[src/rtl/wdt_rstctl_pkg.sv]
package wdt_rstctl_pkg;

    localparam int REG_W      = 8;
    localparam int FLAG_POS   = 7;
    localparam int ENA_POS    = 6;
    localparam int ZERO_POS   = 5;
    localparam int ONES_W     = 5;

    typedef struct packed {
        logic flag;
        logic ena;
        logic armed;
        logic lrst;
    } csr_state_t;

endpackage

[src/rtl/wdt_csr_core.sv]
module wdt_csr_core
    import wdt_rstctl_pkg::*;
(
    input  logic clk,
    input  logic rst,
    input  logic wdt_ovf,
    input  logic rd,
    input  logic wr,
    input  logic wflag,
    input  logic wena,
    output logic flag,
    output logic ena,
    output logic lrst
);

    csr_state_t st_d, st_q;

    always_comb begin
        st_d = st_q;
        st_d.lrst = wdt_ovf;
        if (wr) begin
            st_d.ena   = wena;
            st_d.armed = 1'b0;
            if (st_q.armed && !wflag) begin
                st_d.flag = 1'b0;
            end
        end
        if (rd && st_q.flag) begin
            st_d.armed = 1'b1;
        end
        if (wdt_ovf) begin
            st_d.flag  = 1'b1;
            st_d.armed = 1'b0;
        end
    end

    always_ff @(posedge clk) begin
        if (rst) begin
            st_q <= '0;
        end else begin
            st_q <= st_d;
        end
    end

    assign flag = st_q.flag;
    assign ena  = st_q.ena;
    assign lrst = st_q.lrst;

    // watchdog overflow sets the flag
    assert_flag_set_R2: assert property (@(posedge clk) disable iff (rst)
        wdt_ovf |=> flag);

    // writing 1 to the flag never clears it
    assert_w1_keeps_R6: assert property (@(posedge clk) disable iff (rst)
        (flag && wr && wflag) |=> flag);

    // a write without a qualifying read never clears the flag
    assert_noarm_keeps_R4: assert property (@(posedge clk) disable iff (rst)
        (flag && wr && !st_q.armed) |=> flag);

    // enable follows written data
    assert_ena_load_R8: assert property (@(posedge clk) disable iff (rst)
        wr |=> (ena == $past(wena)));

    // no set without a watchdog-mode overflow
    assert_no_spurious_R3: assert property (@(posedge clk) disable iff (rst)
        (!flag && !wdt_ovf) |=> !flag);

endmodule

[src/rtl/wdt_rst_stretch.sv]
module wdt_rst_stretch #(
    parameter int STRETCH = 8
) (
    input  logic clk,
    input  logic rst,
    input  logic start,
    output logic pulse
);

    localparam int CW = $clog2(STRETCH + 1);

    logic [CW-1:0] cnt_d, cnt_q;

    always_comb begin
        cnt_d = cnt_q;
        if (start) begin
            cnt_d = CW'(STRETCH);
        end else if (cnt_q != '0) begin
            cnt_d = cnt_q - 1'b1;
        end
    end

    always_ff @(posedge clk) begin
        if (rst) begin
            cnt_q <= '0;
        end else begin
            cnt_q <= cnt_d;
        end
    end

    assign pulse = (cnt_q != '0);

    // pulse begins the cycle after a start
    assert_pulse_start_R9: assert property (@(posedge clk) disable iff (rst)
        start |=> pulse);

    // without a start an idle output stays idle
    assert_idle_holds_R10: assert property (@(posedge clk) disable iff (rst)
        (!pulse && !start) |=> !pulse);

endmodule

[src/rtl/wdt_rstctl.sv]
module wdt_rstctl
    import wdt_rstctl_pkg::*;
#(
    parameter int RST_CYCLES = 8
) (
    input  logic             clk,
    input  logic             rst,
    input  logic             ovf_pulse,
    input  logic             mode_wdt,
    input  logic             bus_rd,
    input  logic             bus_wr,
    input  logic [REG_W-1:0] bus_wdata,
    output logic [REG_W-1:0] bus_rdata,
    output logic             chip_rst_o,
    output logic             local_rst_o
);

    logic wdt_ovf;
    logic flag, ena;
    logic wdata_unused_bits;

    assign wdt_ovf           = ovf_pulse && mode_wdt;
    assign wdata_unused_bits = ^bus_wdata[ZERO_POS:0];

    wdt_csr_core u_csr (
        .clk   (clk),
        .rst   (rst),
        .wdt_ovf(wdt_ovf),
        .rd    (bus_rd),
        .wr    (bus_wr),
        .wflag (bus_wdata[FLAG_POS]),
        .wena  (bus_wdata[ENA_POS]),
        .flag  (flag),
        .ena   (ena),
        .lrst  (local_rst_o)
    );

    wdt_rst_stretch #(.STRETCH(RST_CYCLES)) u_stretch (
        .clk   (clk),
        .rst   (rst),
        .start (wdt_ovf && ena),
        .pulse (chip_rst_o)
    );

    always_comb begin
        bus_rdata           = '0;
        bus_rdata[FLAG_POS] = flag;
        bus_rdata[ENA_POS]  = ena;
        bus_rdata[ZERO_POS] = 1'b0;
        bus_rdata[ONES_W-1:0] = '1;
    end

    // interval-mode overflow makes no local reset
    assert_interval_quiet_R3: assert property (@(posedge clk) disable iff (rst)
        (ovf_pulse && !mode_wdt) |=> !local_rst_o);

    // local reset follows a watchdog overflow for one cycle
    assert_local_pulse_R10: assert property (@(posedge clk) disable iff (rst)
        (ovf_pulse && mode_wdt) |=> local_rst_o);

endmodule

[config.mk]
export PLATFORM = sky130hd
export DESIGN_NAME = wdt_rstctl
export DESIGN_NICKNAME = d
export VERILOG_FILES = /design/src/rtl/wdt_rstctl_pkg.sv /design/src/rtl/wdt_csr_core.sv /design/src/rtl/wdt_rst_stretch.sv /design/src/rtl/wdt_rstctl.sv
export SDC_FILE = /design/constraint.sdc
export NUM_CORES = 1
export LEC_CHECK = 0
export CELL_PAD_IN_SITES_DETAIL_PLACEMENT = 1
export CELL_PAD_IN_SITES_GLOBAL_PLACEMENT = 1
export CORE_MARGIN = 8
export CORE_UTILIZATION = 24
export CTS_BUF_LIST = sky130_fd_sc_hd__clkbuf_8
export CTS_CLUSTER_SIZE = 30
export DETAILED_ROUTE_END_ITERATION = 8
export PLACE_DENSITY_LB_ADDON = 0.1
export SYNTH_ARGS = -nofsm -noshare
export SYNTH_HDL_FRONTEND = slang
export SYNTH_SLANG_ARGS = --single-unit
export TNS_END_PERCENT = 50
[constraint.sdc]
create_clock -name clk -period 1.5 [get_ports clk]
set_clock_uncertainty 0.1 [all_clocks]
set_input_delay 0.375 -clock clk [delete_from_list [all_inputs] [get_ports clk]]
set_output_delay 0.375 -clock clk [all_outputs]
set_load 0.02 [all_outputs]
==> flow_summary.ini, run 1 <==
[global_route]
grt_first_pass_wirelength_um = 1710
grt_use_total_pct = 6.86
grt_max_degree = 9
grt_overflow = 0
grt_pass1_vias = 387
antenna_found_initial = 0

[run_status]
status = finished, violations left
violations = setup timing

[worst_setup_path]
startpoint_type = flip-flop
path_class = flip-flop to output port
cp_slowest_cell = or3b_4
endpoint_kind = output port
crit_path_max_incr_delay_ns = 0.38
crit_path_cell_trace = inv_2, ha_4, or3b_4, buf_6
worstPathArrival_ns = 1.27
worstPathRequired_ns = 1.02
path_delay_family = simple AND/OR/NAND/NOR gates
cp_max_fo = 2
crit_buf_inv = 2

[cells_and_area]
layoutNonFillerInstCount = 83
nFillCells = 194
regArea_um2 = 163
drive_above_1_share_pct = 33.3
antenna_cells = 0
fin_area_um2 = 643
multiInputGateArea_um2 = 228
area_delta_synth_final_pct = 53.0
nets = 84

[place]
dpl_cell_area_um2 = 587
post-place-ws_ns = -0.410
gp_congestion = 0.713
port_buffers = 11
dp_hpwl_um = 853
place_inst = 79

[clock_tree]
worst_skew_pair.late_latency_ns = 0.23
cts-hold-fix-buffers = 0
clk_path_buf_depth = 2
cts_max_level = 1
cts-root-buf = clkbuf_8
clk_pin_slew_ns = 0.04
numCtsBuffers = 3
cts_sinks = 8
cts_tree = done

[timing]
period_share_pct = 116
timing.setup.tns_ns = -0.289
setup_slack_ns = -0.240
hold_viol = 0
rsz0062_at_grt = true
fmaxAchievable_ghz = 0.575
finalCriticalPeriod_ns = 1.74
slew_viol_final = 0
setup_violations = 2

[synth]
avgSynthCellArea_um2 = 8.76
yosysSeqAreaShare_pct = 38.1
netlist_instances = 48
synth.distinct_cells = 21
ys_ff_latch = 8
yosys_warnings = 0
syn-cell-area_um2 = 420

[detailed_routing]
drcViolationCount = 0
ant_nets = 0
drt-pass1-iter-count = 4
wire_per_inst_um = 12.5
vias = 359
drt_wl_total_um = 1040
drt-vias-per-instance = 4.33
drt_iter0_markers = 3

[floorplan]
die_h_um = 57.9
pin_count = 24
fp.coreArea_um2 = 1690
die_area_um2 = 3350
initial_core_util_pct = 24.9
rows = 15
die_w_um = 57.9

[power_and_ir_drop]
ir_worst_vdd_mv = 0.812
finalPower_uw = 1190
leakage_uw = 0.000292
power_density_nw_per_um2 = 1850

[worst_hold_path]
hold_path_class = flip-flop to flip-flop

[job]
drv_cap = 0
[path summary, 6_finish.rpt]
path | endpoint | slack, ns | start | cells after the start
worst min-delay path | u_csr.st_q[1] | 0.41 | u_csr.flag | 2
worst max register to register | u_stretch.cnt_q[1] | -0.05 | u_stretch.cnt_q[1] | 5
worst min register to register | u_csr.st_q[1] | 0.41 | u_csr.flag | 2
worst max-delay path | chip_rst_o | -0.24 | u_stretch.cnt_q[1] | 4
[placed cells by master (no fill, tap or decap)]
cell              n
a21oi_1           3
mux2i_1           1
clkdlybuf4s50_1   7
ha_4              1
nor3_1            3
conb_1            6
nand2b_1          1
nand2_1           4
o21ai_1           1
buf_4            10
xor2_1            1
or2b_1            1
dfxtp_2           2
a221oi_1          1
buf_6             1
xnor2_2           1
a2111oi_4         1
ha_1              1
dlygate4sd2_1     3
or3b_4            1
dfxtp_1           6
nor2_1            4
inv_2             2
and3_1            1
clkbuf_8          3
[repair_timing]
action	CTS	global route
pin swaps	1	1
setup endpoints to repair	6	3
gates resized for setup	11	0
buffers inserted	1	0
[sequential cells by signal (all words and copies together) (netlist names)]
name             count
u_csr.flag           1
u_csr.ena            1
u_csr.lrst           1
u_stretch.cnt_q      4
u_csr.st_q           1
[cells in the mapped netlist]
| cell | number | share of area, % |
|---|---|---|
| buf_4 | 8 | 14 |
| mux2i_1 | 1 | 2.4 |
| xor2_1 | 1 | 2.1 |
| nor3_1 | 3 | 3.6 |
| or2b_1 | 1 | 1.8 |
| and3_1 | 1 | 1.5 |
| inv_1 | 2 | 1.8 |
| buf_6 | 1 | 2.7 |
| nor2_1 | 4 | 3.6 |
| a2111oi_2 | 1 | 3.6 |
| ha_1 | 2 | 6.0 |
| nand2_1 | 4 | 3.6 |
| o21ai_1 | 1 | 1.2 |
| dfxtp_1 | 8 | 38 |
| nand2b_1 | 1 | 1.5 |
| a21oi_1 | 3 | 3.6 |
| xnor2_1 | 1 | 2.1 |
| clkbuf_1 | 1 | 0.89 |
| or3b_1 | 1 | 2.1 |
| a221oi_1 | 1 | 2.1 |
| conb_1 | 2 | 1.8 |
[routing by layer]
layer	share of wire [%]	track usage (%)
met1	38	6.05
met2	49	11.1
met3	12	5.52
met4	0.77	3.15
met5	0	0
[area by class of cell]
class                      count  area share, %
tap                           17           3.31
clock buffer                   3           6.42
sequential                     8           25.3
multi-input combinational     32           35.4
inverter                       2           1.17
timing repair buffer          21           28.4
[tightest hold or removal path: stages, from the launching register on]
cell	delay (ns)
dfxtp_1	0.32
nand2_1	0.06
a221oi_1	0.07
[where the power goes]
group	switching [uW]	internal (uW)	leakage (uW)
Combinational	278	358	0.000204
Clock	82.5	174	0.0000216
Sequential	32.5	268	0.0000665
[metrics by stage]
| step | hold slack (ns) | util (%) |
|---|---|---|
| 2_1_floorplan | 0.361 | - |
| 4_1_cts | 0.413 | 38.1 |
| 3_3_place_gp | 0.377 | 34.7 |
| 3_5_place_dp | 0.404 | 34.7 |
| 5_1_grt | 0.448 | 38.1 |
| 6_report | 0.407 | 38.1 |
[cells by family after synthesis]
logic type | count (synthesis) | share of synthesized area, %
xor+xnor | 2 | 4.17
mux | 1 | 2.38
fa+ha+maj | 2 | 5.95
flops | 8 | 38.1
simple gates | 15 | 17.6
buf+inv | 12 | 19.6
compound gates | 6 | 10.4
other cells | 2 | 1.79
No activity file was read; power rests on OpenSTA's default activity.
==> run 2, diff against run 1 <==
CORE_UTILIZATION = 28   (was 24)
DONT_BUFFER_PORTS = 1   (was not set)
==> run 2 against run 1 <==
  * The run still ends with setup timing left
  * Count of clock-buffer cells in the layout stayed put
  * Highest routed layer unchanged
  * Global-route usage is 1.3 points higher
  * Hold slack worse by 0.31 ns
  * Clock power hardly changed
  * Power is 2.9% higher
  * Maximum frequency is 0.36% lower
  * Critical path type unchanged
  * Largest power group unchanged
==> flow_summary.ini, run 2 (same netlist as run 1, synthesis figures left out) <==
[clock_tree]
clk_path_buf_depth = 2
cts-root-buf = clkbuf_8
worst_skew_pair.late_latency_ns = 0.23
clk_pin_slew_ns = 0.04
cts_tree = done
numCtsBuffers = 3
cts_max_level = 1
cts_sinks = 8

[worst_setup_path]
worstPathRequired_ns = 1.02
cp-startpoint = u_stretch.cnt_q[1]
path_class = flip-flop to output port
startpoint_type = flip-flop
endpoint_kind = output port
cp_max_fo = 2
worstPathArrival_ns = 1.27
timing.rr.start = u_stretch.cnt_q[1]

[floorplan]
die_w_um = 54.8
pin_count = 24
die_h_um = 54.8
rows = 14
die_area_um2 = 3000
fp.coreArea_um2 = 1450
initial_core_util_pct = 28.9

[cells_and_area]
mostFrequentLayoutCells = 7 x buf_4, 6 x conb_1, 6 x dfxtp_1
top_register = u_stretch.cnt_q
nets = 72
area_delta_synth_final_pct = 27.1
nFillCells = 173
antenna_cells = 0
final_common_cell = buf_4
largest_register_ffs = 4
drive_above_1_share_pct = 37.0
postLayoutCoreUtil_pct = 36.7

[timing]
period_share_pct = 116
setup_violations = 3
rsz0062_at_grt = true
slew_viol_final = 0
setup_slack_ns = -0.246
fmaxAchievable_ghz = 0.573
hold_viol = 0
whs_ns = 0.0995
finalCriticalPeriod_ns = 1.75

[place]
port_buffers = 0
dp_hpwl_um = 833
gp_congestion = 0.670

[detailed_routing]
vias = 316
drt-vias-per-instance = 4.51
drt-pass1-iter-count = 4
drt_iter0_markers = 4
drt_wl_total_um = 1080
wire_per_inst_um = 15.4
ant_nets = 0
drcViolationCount = 0

[global_route]
grt_first_pass_wirelength_um = 1660
grt_overflow = 0
grt_use_total_pct = 8.14
antenna_found_initial = 0
grt_max_degree = 9
grt_pass1_vias = 362

[power_and_ir_drop]
power_density_nw_per_um2 = 2300
leakage_uw = 0.000234
ir_worst_vdd_mv = 0.611
finalPower_uw = 1230

[worst_hold_path]
min_from = rst
hold_path_class = input port to flip-flop

[run_status]
violations = setup timing
status = finished, violations left

[job]
drv_cap = 0
run 2: area by class of cell:
| cell class | instances | area, um2 | share of cell area [%] |
|---|---|---|---|
| clock buffers | 3 | 41.3 | 7.73 |
| multi-input cells | 32 | 228 | 42.6 |
| well taps | 16 | 20.0 | 3.75 |
| flip-flops and latches | 8 | 163 | 30.4 |
| repair buffers | 9 | 75.1 | 14.1 |
| inverters | 2 | 7.51 | 1.41 |
run 2: worst max-delay path, stage by stage, from the launching register on:
cell and delay (ns):
dfxtp_2 0.31, inv_2 0.07, ha_4 0.14, or3b_4 0.38, buf_6 0.14
run 2: power by group:
part           leakage (uW)  switching [uW]  total [uW]  internal [uW]
clock network     0.0000216            81.4         255            174
registers         0.0000665            40.1         308            268
logic              0.000146             293         664            371
run 2: worst paths after layout:
kind / endpoint / slack [ns] / cells past startpoint
worst max-delay path: chip_rst_o / -0.25 / 4
worst min-delay path: u_stretch.cnt_q[1] / 0.1 / 1
worst max register to register: u_stretch.cnt_q[1] / -0.19 / 6
worst min register to register: u_csr.st_q[1] / 0.40 / 2
run 2: layer usage:
metal	vias up	share of wire, %	GRT usage (%)
met5	-	0	0
met4	0	1.5	3.69
met3	2	11	4.62
met2	12	53	14.5
met1	149	34	7.28
li1	153	-	-
run 2: through the flow:
step | cell area, um2 | setup WS [ns] | setup TNS (ns) | cells
2_1_floorplan | 463 | 0.0331 | 0 | 52
3_3_place_gp | 438 | -0.0141 | -0.0210 | 62
3_5_place_dp | 438 | -0.0401 | -0.0811 | 62
4_1_cts | 527 | -0.244 | -0.473 | 69
5_1_grt | 534 | -0.290 | -0.773 | 70
6_report | 534 | -0.246 | -0.535 | 70
run 2: repair_timing:
item	4_1_cts	5_1_grt
setup endpoints to repair	3	4
pin swaps	0	1
resized for setup	4	0
hold buffers	0	0
setup buffers	4	1
endpoints found under the hold margin	0	0
==> run 3, diff against run 2 <==
CAP_MARGIN = 20   (was not set)
CORE_MARGIN = not set   (was 8)
==> run 3 against run 2 <==
  * The run still ends with setup timing left
  * First-iteration DRC count rose by 25%
  * Sequential cell count did not move
  * Largest power group unchanged
  * Hold slack improved by 0.0056 ns
  * Utilization rose by 0.42 points
  * Combinational power fell by 19%
  * Cell area fell by 6.1%
==> flow_summary.ini, run 3 (same netlist as run 1, synthesis figures left out) <==
[cells_and_area]
mostFrequentLayoutCells = 6 x conb_1, 6 x dfxtp_1, 5 x buf_4
multiInputGateArea_um2 = 223
top_register = u_stretch.cnt_q
area_delta_synth_final_pct = 19.3
regArea_um2 = 163
largest_register_ffs = 4
drive_above_1_share_pct = 33.3
nFillCells = 169
antenna_cells = 0
nets = 69

[global_route]
grt_max_degree = 9
grt_overflow = 0
use_met2_pct = 20.6
grt_pass1_vias = 304
grt-busiest-layer = met2
antenna_found_initial = 0
grtUsageMet1_pct = 13.4
grt_first_pass_wirelength_um = 1290
grt_use_total_pct = 12.7
use_met3_pct = 8.70

[clock_tree]
cts-root-buf = clkbuf_8
cts-hold-fix-buffers = 0
clk_path_buf_depth = 2
cts_sinks = 8
cts_max_level = 1
numCtsBuffers = 3
cts_tree = done
worst_skew_pair.late_latency_ns = 0.22
clk_pin_slew_ns = 0.04

[detailed_routing]
drt_wl_total_um = 786
wire_per_inst_um = 11.9
vias = 306
ant_nets = 0
drt-pass1-iter-count = 4
drt_iter0_markers = 5
drcViolationCount = 0
drt-vias-per-instance = 4.64

[worst_setup_path]
r2r_cells = 5
crit_path_cell_trace = inv_2, ha_4, or3b_4, buf_6
cp_max_fo = 2
timing.rr.start = u_stretch.cnt_q[1]
startpoint_type = flip-flop
path_class = flip-flop to output port
endpoint_kind = output port
cp_slowest_cell = or3b_4
r2r_setup_slack_ns = -0.03
worstPathArrival_ns = 1.25
reg2reg_to = u_stretch.cnt_q[1]
crit_path_max_incr_delay_ns = 0.37
worstPathRequired_ns = 1.02

[floorplan]
fp.coreArea_um2 = 1350
pin_count = 24
rows = 13
die_w_um = 40.8
die_h_um = 40.8
die_area_um2 = 1660
initial_core_util_pct = 31.1

[place]
port_buffers = 0
gp_congestion = 0.755
dp_hpwl_um = 666
post-place-ws_ns = -0.0242

[timing]
setup_slack_ns = -0.222
whs_ns = 0.105
finalCriticalPeriod_ns = 1.72
hold_viol = 0
setup_violations = 3
period_share_pct = 115
rsz0062_at_grt = true
slew_viol_final = 0
fmaxAchievable_ghz = 0.581

[power_and_ir_drop]
power_density_nw_per_um2 = 2170
finalPower_uw = 1090
leakage_uw = 0.000213
ir_worst_vdd_mv = 0.864

[worst_hold_path]
hold-path-cell-count = 1
hold_path_class = input port to flip-flop
min_from = rst
hold_end = u_stretch.cnt_q[1]

[run_status]
violations = setup timing
status = finished, violations left

[job]
drv_cap = 0
run 3: cell count changes in the layout (fill, tap and decap cells not counted), sizes merged:
| cell | change |
|---|---|
| buf | -3 |
run 3: critical path, delay by kind of cell, from the launching register on:
family                   cells  cell delay (ns)
flip-flops                   1             0.31
adder cells (fa/ha/maj)      1             0.13
AND/OR/NAND/NOR              1             0.37
buffers and inverters        2             0.21
run 3: what timing repair did:
item / 4_1_cts / 5_1_grt
setup buffers: 0 / 0
endpoints found under the setup margin: 2 / 3
gates resized for setup: 3 / 0
run 3: layout make-up:
type                       instances  share of cell area (%)
clock buffer                       3                    8.23
multi-input combinational         32                    44.4
tap                               15                    3.74
sequential                         8                    32.4
timing repair buffer               6                    9.73
inverter                           2                    1.50
run 3: stage by stage:
stage / util, % / cells / area (um2) / TNS (ns)
3_5_place_dp: 33.5 / 63 / 452 / -0.0304
5_1_grt: 37.2 / 66 / 502 / -0.451
6_report: 37.2 / 66 / 502 / -0.255
2_1_floorplan: - / 52 / 463 / 0
4_1_cts: 37.2 / 66 / 502 / -0.275
3_3_place_gp: 33.5 / 63 / 452 / -0.00746
run 3: where the power goes:
group | total (uW) | leakage (uW) | switching [uW] | internal, uW
logic | 538 | 0.000125 | 252 | 287
clock network | 248 | 0.0000216 | 75.3 | 173
registers | 304 | 0.0000665 | 36.4 | 268
total | 1090 | 0.000213 | 363 | 728
run 3: routing by layer:
layer  vias to the layer above  routed length [um]
li1                        148                   -
met4                         0                   0
met5                         -                   0
met2                        13                 422
met3                         0                  54
met1                       145                 309
run 3: how the worst max path moves through the flow:
stage | startpoint | end | slack [ns] | depth (start not counted)
finish | u_stretch.cnt_q[1] | chip_rst_o | -0.22 | 4
global placement | u_stretch.cnt_q[1] | chip_rst_o | -0.007 | 4
global route | u_stretch.cnt_q[0] | chip_rst_o | -0.27 | 4
detailed placement | u_stretch.cnt_q[1] | u_stretch.cnt_q[1] | -0.02 | 6
floorplan | u_stretch.cnt_q[1] | chip_rst_o | 0.03 | 4
CTS | u_stretch.cnt_q[1] | chip_rst_o | -0.23 | 4
